File: config.mk
export PLATFORM = sky130hd
export DESIGN_NAME = serial_mem_frontend
export DESIGN_NICKNAME = d
export VERILOG_FILES = /design/src/rtl/spi_fe_pkg.sv /design/src/rtl/spi_fe_sync.sv /design/src/rtl/spi_fe_hold.sv /design/src/rtl/spi_fe_tx.sv /design/src/rtl/serial_mem_frontend.sv
export SDC_FILE = /design/constraint.sdc
export NUM_CORES = 1
export LEC_CHECK = 0
export CAP_MARGIN = 40
export CORE_ASPECT_RATIO = 0.7
export CORE_MARGIN = 5
export CORE_UTILIZATION = 57
export DETAILED_ROUTE_END_ITERATION = 8
export MAX_ROUTING_LAYER = met4
export PLACE_DENSITY_LB_ADDON = 0.12
export SKIP_CTS_REPAIR_TIMING = 1
export SYNTH_ARGS = -nofsm -noshare
export SYNTH_HDL_FRONTEND = slang
export SYNTH_SLANG_ARGS = --single-unit
export TNS_END_PERCENT = 50
File: constraint.sdc
create_clock -name clk -period 5.3 [get_ports clk]
set_input_delay 1.06 -clock clk [delete_from_list [all_inputs] [get_ports clk]]
set_output_delay 1.06 -clock clk [all_outputs]
set_load 0.1 [all_outputs]
File: src/rtl/spi_fe_pkg.sv
package spi_fe_pkg;
  typedef enum logic [2:0] {
    CMD_NONE, CMD_WEN_SET, CMD_WEN_CLR, CMD_STAT_RD, CMD_STAT_WR, CMD_ARR_RD, CMD_ARR_WR
  } cmd_e;

  typedef enum logic [2:0] {
    ST_IDLE, ST_OPC, ST_ADDR, ST_WSTAT, ST_WARR, ST_RSTAT, ST_RARR, ST_SKIP
  } st_e;

  function automatic cmd_e decode_op(input logic [7:0] op);
    cmd_e c;
    c = CMD_NONE;
    if (op[7:4] == 4'd0) begin
      case (op[2:0])
        3'b110:  c = CMD_WEN_SET;
        3'b100:  c = CMD_WEN_CLR;
        3'b101:  c = CMD_STAT_RD;
        3'b001:  c = CMD_STAT_WR;
        3'b011:  c = CMD_ARR_RD;
        3'b010:  c = CMD_ARR_WR;
        default: c = CMD_NONE;
      endcase
    end
    return c;
  endfunction
endpackage

File: src/rtl/spi_fe_sync.sv
module spi_fe_sync #(
  parameter int N      = 4,
  parameter int STAGES = 2
) (
  input  logic         clk,
  input  logic         rst_n,
  input  logic [N-1:0] async_i,
  input  logic [N-1:0] init_i,
  output logic [N-1:0] sync_o
);
  for (genvar b = 0; b < N; b++) begin : g_bit
    logic [STAGES-1:0] chain;
    always_ff @(posedge clk or negedge rst_n) begin
      if (!rst_n) chain <= {STAGES{init_i[b]}};
      else        chain <= {chain[STAGES-2:0], async_i[b]};
    end
    assign sync_o[b] = chain[STAGES-1];
  end
endmodule

File: src/rtl/spi_fe_hold.sv
module spi_fe_hold (
  input  logic clk,
  input  logic rst_n,
  input  logic sel,
  input  logic sck_s,
  input  logic hold_n_s,
  output logic held
);
  logic hold_n_q;
  always_ff @(posedge clk or negedge rst_n) begin
    if (!rst_n) begin
      hold_n_q <= 1'b1;
      held     <= 1'b0;
    end else begin
      hold_n_q <= hold_n_s;
      if (!sel) held <= 1'b0;
      else if ((hold_n_s != hold_n_q) && !sck_s) held <= !hold_n_s;
    end
  end
endmodule

File: src/rtl/spi_fe_tx.sv
module spi_fe_tx #(
  parameter int W = 8
) (
  input  logic         clk,
  input  logic         rst_n,
  input  logic         clear,
  input  logic         load,
  input  logic [W-1:0] load_byte,
  input  logic         shift,
  output logic         bit_o
);
  logic [W-1:0] sh;
  always_ff @(posedge clk or negedge rst_n) begin
    if (!rst_n)     sh <= '0;
    else if (clear) sh <= '0;
    else if (load)  sh <= load_byte;
    else if (shift) sh <= {sh[W-2:0], 1'b0};
  end
  assign bit_o = sh[W-1];
endmodule

File: src/rtl/serial_mem_frontend.sv
module serial_mem_frontend #(
  parameter int ADDR_W = 13,
  parameter int PAGE_W = 5
) (
  input  logic              clk,
  input  logic              rst_n,
  input  logic              sck_i,
  input  logic              cs_n_i,
  input  logic              hold_n_i,
  input  logic              si_i,
  output logic              so_o,
  output logic              so_oe_o,
  input  logic              busy_i,
  input  logic [7:0]        status_i,
  output logic              wen_set_o,
  output logic              wen_clr_o,
  output logic              stat_wr_o,
  output logic              wr_valid_o,
  output logic [ADDR_W-1:0] wr_addr_o,
  output logic [7:0]        wr_data_o,
  output logic              rd_req_o,
  output logic [ADDR_W-1:0] rd_addr_o,
  input  logic              rd_ready_i,
  input  logic [7:0]        rd_data_i
);
  import spi_fe_pkg::*;

  localparam int HI_W = ADDR_W - 8;

  logic [3:0] pins_s;
  logic       sck_s, cs_n_s, hold_n_s, si_s;
  logic       sck_d, sel, held, rise, fall, byte_done;
  logic [7:0] byte_val;
  logic [6:0] rx;
  logic [2:0] bitcnt;
  st_e        st;
  cmd_e       cmd;
  logic       is_rd, hi_done, tx_pend, tx_on, tx_bit;
  logic [HI_W-1:0]   hi_byte;
  logic [ADDR_W-1:0] addr;
  logic [7:0]        fetch_buf;

  spi_fe_sync #(.N(4), .STAGES(2)) u_sync (
    .clk(clk), .rst_n(rst_n),
    .async_i({sck_i, cs_n_i, hold_n_i, si_i}),
    .init_i(4'b0110),
    .sync_o(pins_s)
  );
  assign {sck_s, cs_n_s, hold_n_s, si_s} = pins_s;
  assign sel = !cs_n_s;

  spi_fe_hold u_hold (
    .clk(clk), .rst_n(rst_n), .sel(sel), .sck_s(sck_s),
    .hold_n_s(hold_n_s), .held(held)
  );

  always_ff @(posedge clk or negedge rst_n) begin
    if (!rst_n) sck_d <= 1'b0;
    else        sck_d <= sck_s;
  end

  assign rise      = sel && (st != ST_IDLE) && !held && sck_s && !sck_d;
  assign fall      = sel && (st != ST_IDLE) && !held && !sck_s && sck_d;
  assign byte_val  = {rx, si_s};
  assign byte_done = rise && (bitcnt == 3'd7);
  assign cmd       = decode_op(byte_val);

  always_ff @(posedge clk or negedge rst_n) begin
    if (!rst_n) begin
      st <= ST_IDLE; rx <= '0; bitcnt <= '0;
      is_rd <= 1'b0; hi_done <= 1'b0; hi_byte <= '0; addr <= '0;
      wen_set_o <= 1'b0; wen_clr_o <= 1'b0; stat_wr_o <= 1'b0; wr_valid_o <= 1'b0;
      wr_addr_o <= '0; wr_data_o <= '0;
      rd_req_o <= 1'b0; fetch_buf <= '0;
      tx_pend <= 1'b0; tx_on <= 1'b0;
    end else begin
      wen_set_o  <= 1'b0;
      wen_clr_o  <= 1'b0;
      stat_wr_o  <= 1'b0;
      wr_valid_o <= 1'b0;
      if (rd_req_o && rd_ready_i) begin
        rd_req_o  <= 1'b0;
        fetch_buf <= rd_data_i;
        addr      <= addr + 1'b1;
      end
      if (!sel) begin
        st <= ST_IDLE; tx_pend <= 1'b0; tx_on <= 1'b0; rd_req_o <= 1'b0;
      end else if (st == ST_IDLE) begin
        st <= ST_OPC; bitcnt <= '0;
      end else begin
        if (rise) begin
          rx     <= byte_val[6:0];
          bitcnt <= bitcnt + 1'b1;
        end
        if (byte_done) begin
          case (st)
            ST_OPC: begin
              if (busy_i && (cmd != CMD_STAT_RD)) st <= ST_SKIP;
              else begin
                case (cmd)
                  CMD_WEN_SET: begin wen_set_o <= 1'b1; st <= ST_SKIP; end
                  CMD_WEN_CLR: begin wen_clr_o <= 1'b1; st <= ST_SKIP; end
                  CMD_STAT_RD: begin st <= ST_RSTAT; tx_pend <= 1'b1; end
                  CMD_STAT_WR: st <= ST_WSTAT;
                  CMD_ARR_RD, CMD_ARR_WR: begin
                    st <= ST_ADDR; is_rd <= (cmd == CMD_ARR_RD); hi_done <= 1'b0;
                  end
                  default: st <= ST_SKIP;
                endcase
              end
            end
            ST_ADDR: begin
              if (!hi_done) begin
                hi_byte <= byte_val[HI_W-1:0];
                hi_done <= 1'b1;
              end else begin
                addr <= {hi_byte, byte_val};
                if (is_rd) begin
                  st <= ST_RARR; rd_req_o <= 1'b1; tx_pend <= 1'b1;
                end else st <= ST_WARR;
              end
            end
            ST_WSTAT: begin
              stat_wr_o <= 1'b1; wr_data_o <= byte_val; st <= ST_SKIP;
            end
            ST_WARR: begin
              wr_valid_o <= 1'b1; wr_data_o <= byte_val; wr_addr_o <= addr;
              addr[PAGE_W-1:0] <= addr[PAGE_W-1:0] + 1'b1;
            end
            ST_RARR: begin rd_req_o <= 1'b1; tx_pend <= 1'b1; end
            ST_RSTAT: tx_pend <= 1'b1;
            default: ;
          endcase
        end
        if (fall && tx_pend) begin
          tx_pend <= 1'b0;
          tx_on   <= 1'b1;
        end
      end
    end
  end

  spi_fe_tx #(.W(8)) u_tx (
    .clk(clk), .rst_n(rst_n), .clear(!sel),
    .load(fall && tx_pend),
    .load_byte((st == ST_RSTAT) ? status_i : fetch_buf),
    .shift(fall && tx_on),
    .bit_o(tx_bit)
  );

  assign rd_addr_o = addr;
  assign so_oe_o   = sel && !held && tx_on && ((st == ST_RSTAT) || (st == ST_RARR));
  assign so_o      = so_oe_o && tx_bit;
endmodule

==> results.py <==
metrics = {
    "status": {
        "status": "finished clean",
    },
    "floorplanning": {
        "core_area_um2": 6790,
        "initial_core_util_pct": 59.1,
        "rows": 25,
        "die_height_um": 80.2,
        "die_width_um": 110,
        "die_area_um2": 8840,
        "io_pins": 65,
    },
    "final_layout": {
        "post-route-cell-area_um2": 5550,
        "n_antenna_cell": 0,
        "final_cells": 542,
        "multiInputGateArea_um2": 1690,
        "final_util_pct": 81.7,
        "fill_cells": 390,
        "area_growth_pct": 38.3,
        "finalNetCount": 470,
        "drive_gt1_share_pct": 23.4,
        "seq_area_um2": 2210,
    },
    "timing": {
        "hold_viol_final": 0,
        "final.setup.tns_ps": 0,
        "min_period_ps": 3540,
        "timing.final.crit_share_pct": 66.8,
        "clock_skew_ps": 10.7,
        "timing.fmax_ghz": 0.282,
        "tightest_slew_ps": 928,
        "maxSlewHeadroom_pct": 37.7,
        "drv_slew": 0,
        "rsz0062_at_grt": "false",
        "setup_viol": 0,
    },
    "power_and_ir_drop": {
        "peakVddDrop_uv": 230,
        "power.total_mw": 1.45,
        "power_density_nw_per_um2": 261,
        "p_leak_nw": 2.56,
    },
    "detailed_routing": {
        "route.detailed.drc": 0,
        "first_pass_iters": 4,
        "wirelength_mm": 10.3,
        "routedWlPerCell_um": 19.0,
        "viasPerCell": 5.80,
        "vias": 3141,
        "drtAntennaViolNets": 0,
        "drtIter0Drc": 176,
    },
    "run": {
        "drv_cap": 0,
    },
    "synth": {
        "synth_top_area_share_pct": 51.8,
        "syn_nets": 371,
        "synth_ff_type": "dfrtp_1",
        "ys_warn_count": 0,
        "syn-mean-instance-area_um2": 11.7,
        "synth_seq_cells": 88,
        "synthArstFlopShare_pct": 100,
        "syn_inst": 344,
        "synthesis.area_um2": 4010,
        "ys_top_cells_by_area": "dfrtp_1, mux2_2, dfstp_2",
        "yosysTopAreaCell": "dfrtp_1",
        "synth-edff-count": 0,
        "ys_seq_area_share_pct": 55.1,
        "yosysUniqueCellTypes": 57,
    },
    "cts": {
        "clock_latency_ps": 360,
        "clk_pin_slew_ps": 90,
        "htree_levels": 3,
        "clockBufferDepth": 2,
        "cts_tree": "yes",
        "cts_root_buf": "clkbuf_8",
        "clock-sinks": 88,
        "cts_buffers": 9,
    },
    "critical_path": {
        "r2r.worst_path.cells": 4,
        "r2r_end": "u_tx.sh[7]",
        "ff2ff_setup_slack_ps": 3010,
        "r2r_start": "st[2]",
        "crit_start": "st[1]",
        "start_kind": "flop",
        "worstPathCellList": "nand2b_1 -> a21oi_1 -> and2_1 -> clkdlybuf4s50_1 -> buf_8",
        "path_depth": 5,
        "critical_path_class": "reg -> out",
        "path_delay_family": "buffers and inverters",
        "crit_fanout": 16,
        "crit_buf_inv": 2,
        "max_stage_delay_ps": 560,
        "critPathCaptureType": "output port",
        "cpMaxStageDelayCell": "dfrtp_1",
        "crit_required_ps": 4240,
        "cp.arrival_ps": 2480,
        "crit_end": "so_o",
    },
    "placement": {
        "gp_congestion": 0.915,
        "dpl.hpwl_mm": 7.35,
        "io_buffers": 64,
        "dp_cells": 526,
        "dpl-instance-area_um2": 5330,
    },
    "global_route": {
        "grt_pass1_vias": 3233,
        "grt-ovfl-total": 0,
        "grt_usage_pct": 26.3,
        "antenna_found_initial": 0,
        "grt_max_degree": 65,
        "grt_pass1_wl_mm": 17.0,
    },
    "min_path": {
        "hp-class": "reg -> reg",
    },
}
[metrics by stage]
step	setup slack (ps)	hold slack, ps
floorplan	977	331
global placement	1900	335
detailed placement	2230	338
CTS	1790	359
global route	1670	360
finish	1760	359
[how the worst min path moves through the flow]
stage / endpoint / slack (ps) / cells past startpoint / start
2_1_floorplan: u_sync.g_bit[0].chain[1] / 330 / 0 / u_sync.g_bit[0].chain[0]
3_3_place_gp: u_sync.g_bit[0].chain[1] / 330 / 0 / u_sync.g_bit[0].chain[0]
3_5_place_dp: u_sync.g_bit[0].chain[1] / 340 / 0 / u_sync.g_bit[0].chain[0]
4_1_cts: u_sync.g_bit[0].chain[1] / 360 / 0 / u_sync.g_bit[0].chain[0]
5_1_grt: u_hold.hold_n_q / 360 / 0 / u_sync.g_bit[1].chain[1]
6_report: u_sync.g_bit[0].chain[1] / 360 / 0 / u_sync.g_bit[0].chain[0]
[cells by family (layout without fill, tap and decap cells)]
logic type | after synthesis | count (layout) | share of synthesized area [%]
fa+ha+maj | 3 | 3 | 0.936
xor+xnor | 14 | 14 | 3.06
buf+inv | 26 | 130 | 2.78
flops | 88 | 88 | 55.1
compound gates | 50 | 50 | 8.64
simple gates | 113 | 113 | 15.3
mux | 50 | 50 | 14.2
[power by group]
| part | switching (mW) | internal, mW |
|---|---|---|
| sequential | 0.0557 | 0.705 |
| clock | 0.246 | 0.247 |
| combinational | 0.113 | 0.0836 |
[routing by layer]
layer | vias to the layer above | track usage (%) | wire, µm
met5 | - | - | 0
met4 | 0 | 8.73 | 227
met3 | 23 | 7.23 | 820
met2 | 144 | 38.4 | 4820
met1 | 1532 | 36.0 | 4450
li1 | 1442 | - | -
[layout by cell type, fill, tap and decap left out, drive strengths merged, types with 4 or more instances in the layout]
master	synthesis	layout
a21oi	15	15
a221o	7	7
buf	9	43
clkbuf	9	11
clkdlybuf4s50	0	63
dfrtp	83	83
dfstp	5	5
inv	8	10
mux2	40	40
mux2i	10	10
nand2	22	22
nand2b	4	4
nand3	14	14
nand3b	4	4
nand4	6	6
nor2	30	30
nor2b	4	4
nor3	8	8
nor4	6	6
o21ai	9	9
xnor2	11	11
[flip-flops by register name, summed over array words and instances, names as in the netlist, 3 cells and up]
name and cells:
rx 7, u_sync.g_bit.chain 8, st 3, u_tx.sh 8, wr_data_o 8, hi_byte 5
fetch_buf 8, bitcnt 3, rd_addr_o 13, wr_addr_o 13
[cell type report]
cell class	count	share of cell area [%]
Inverter	8	0.541
Sequential cell	88	39.8
Clock inverter	5	1.13
Multi-Input combinational cell	230	30.5
Tap cell	94	2.12
Timing Repair Buffer	106	23.2
Clock buffer	11	2.73
[synth_stat cells (2+ instances only)]
library cell and instances:
o21ai_0 7, a21oi_1 14, buf_1 2, o211ai_1 2, nor2b_1 4, o21ai_1 2
and3_1 2, mux2_1 7, buf_4 2, xnor2_1 11, a21o_1 2, or4_1 2
clkbuf_1 9, mux2i_1 10, a2bb2oi_1 3, dfrtp_1 83, ha_1 3, nand2_1 21
a221o_1 7, nand4_1 5, inv_1 8, buf_2 5, mux2_2 28, nor2_1 29
o22ai_1 3, xor2_1 3, nand3_1 14, nor3_1 8, nand3b_1 4, nor4_1 5
and3b_1 2, nand2b_1 4, mux2_4 5, dfstp_2 5
[worst reg2reg max path, cell delays in order, from the launching register on]
cell	delay, ps
dfrtp_1	710
or3_1	340
nand2_1	120
nor3_1	770
a221o_1	290
Note: power is estimated with default switching activity, not from simulation.
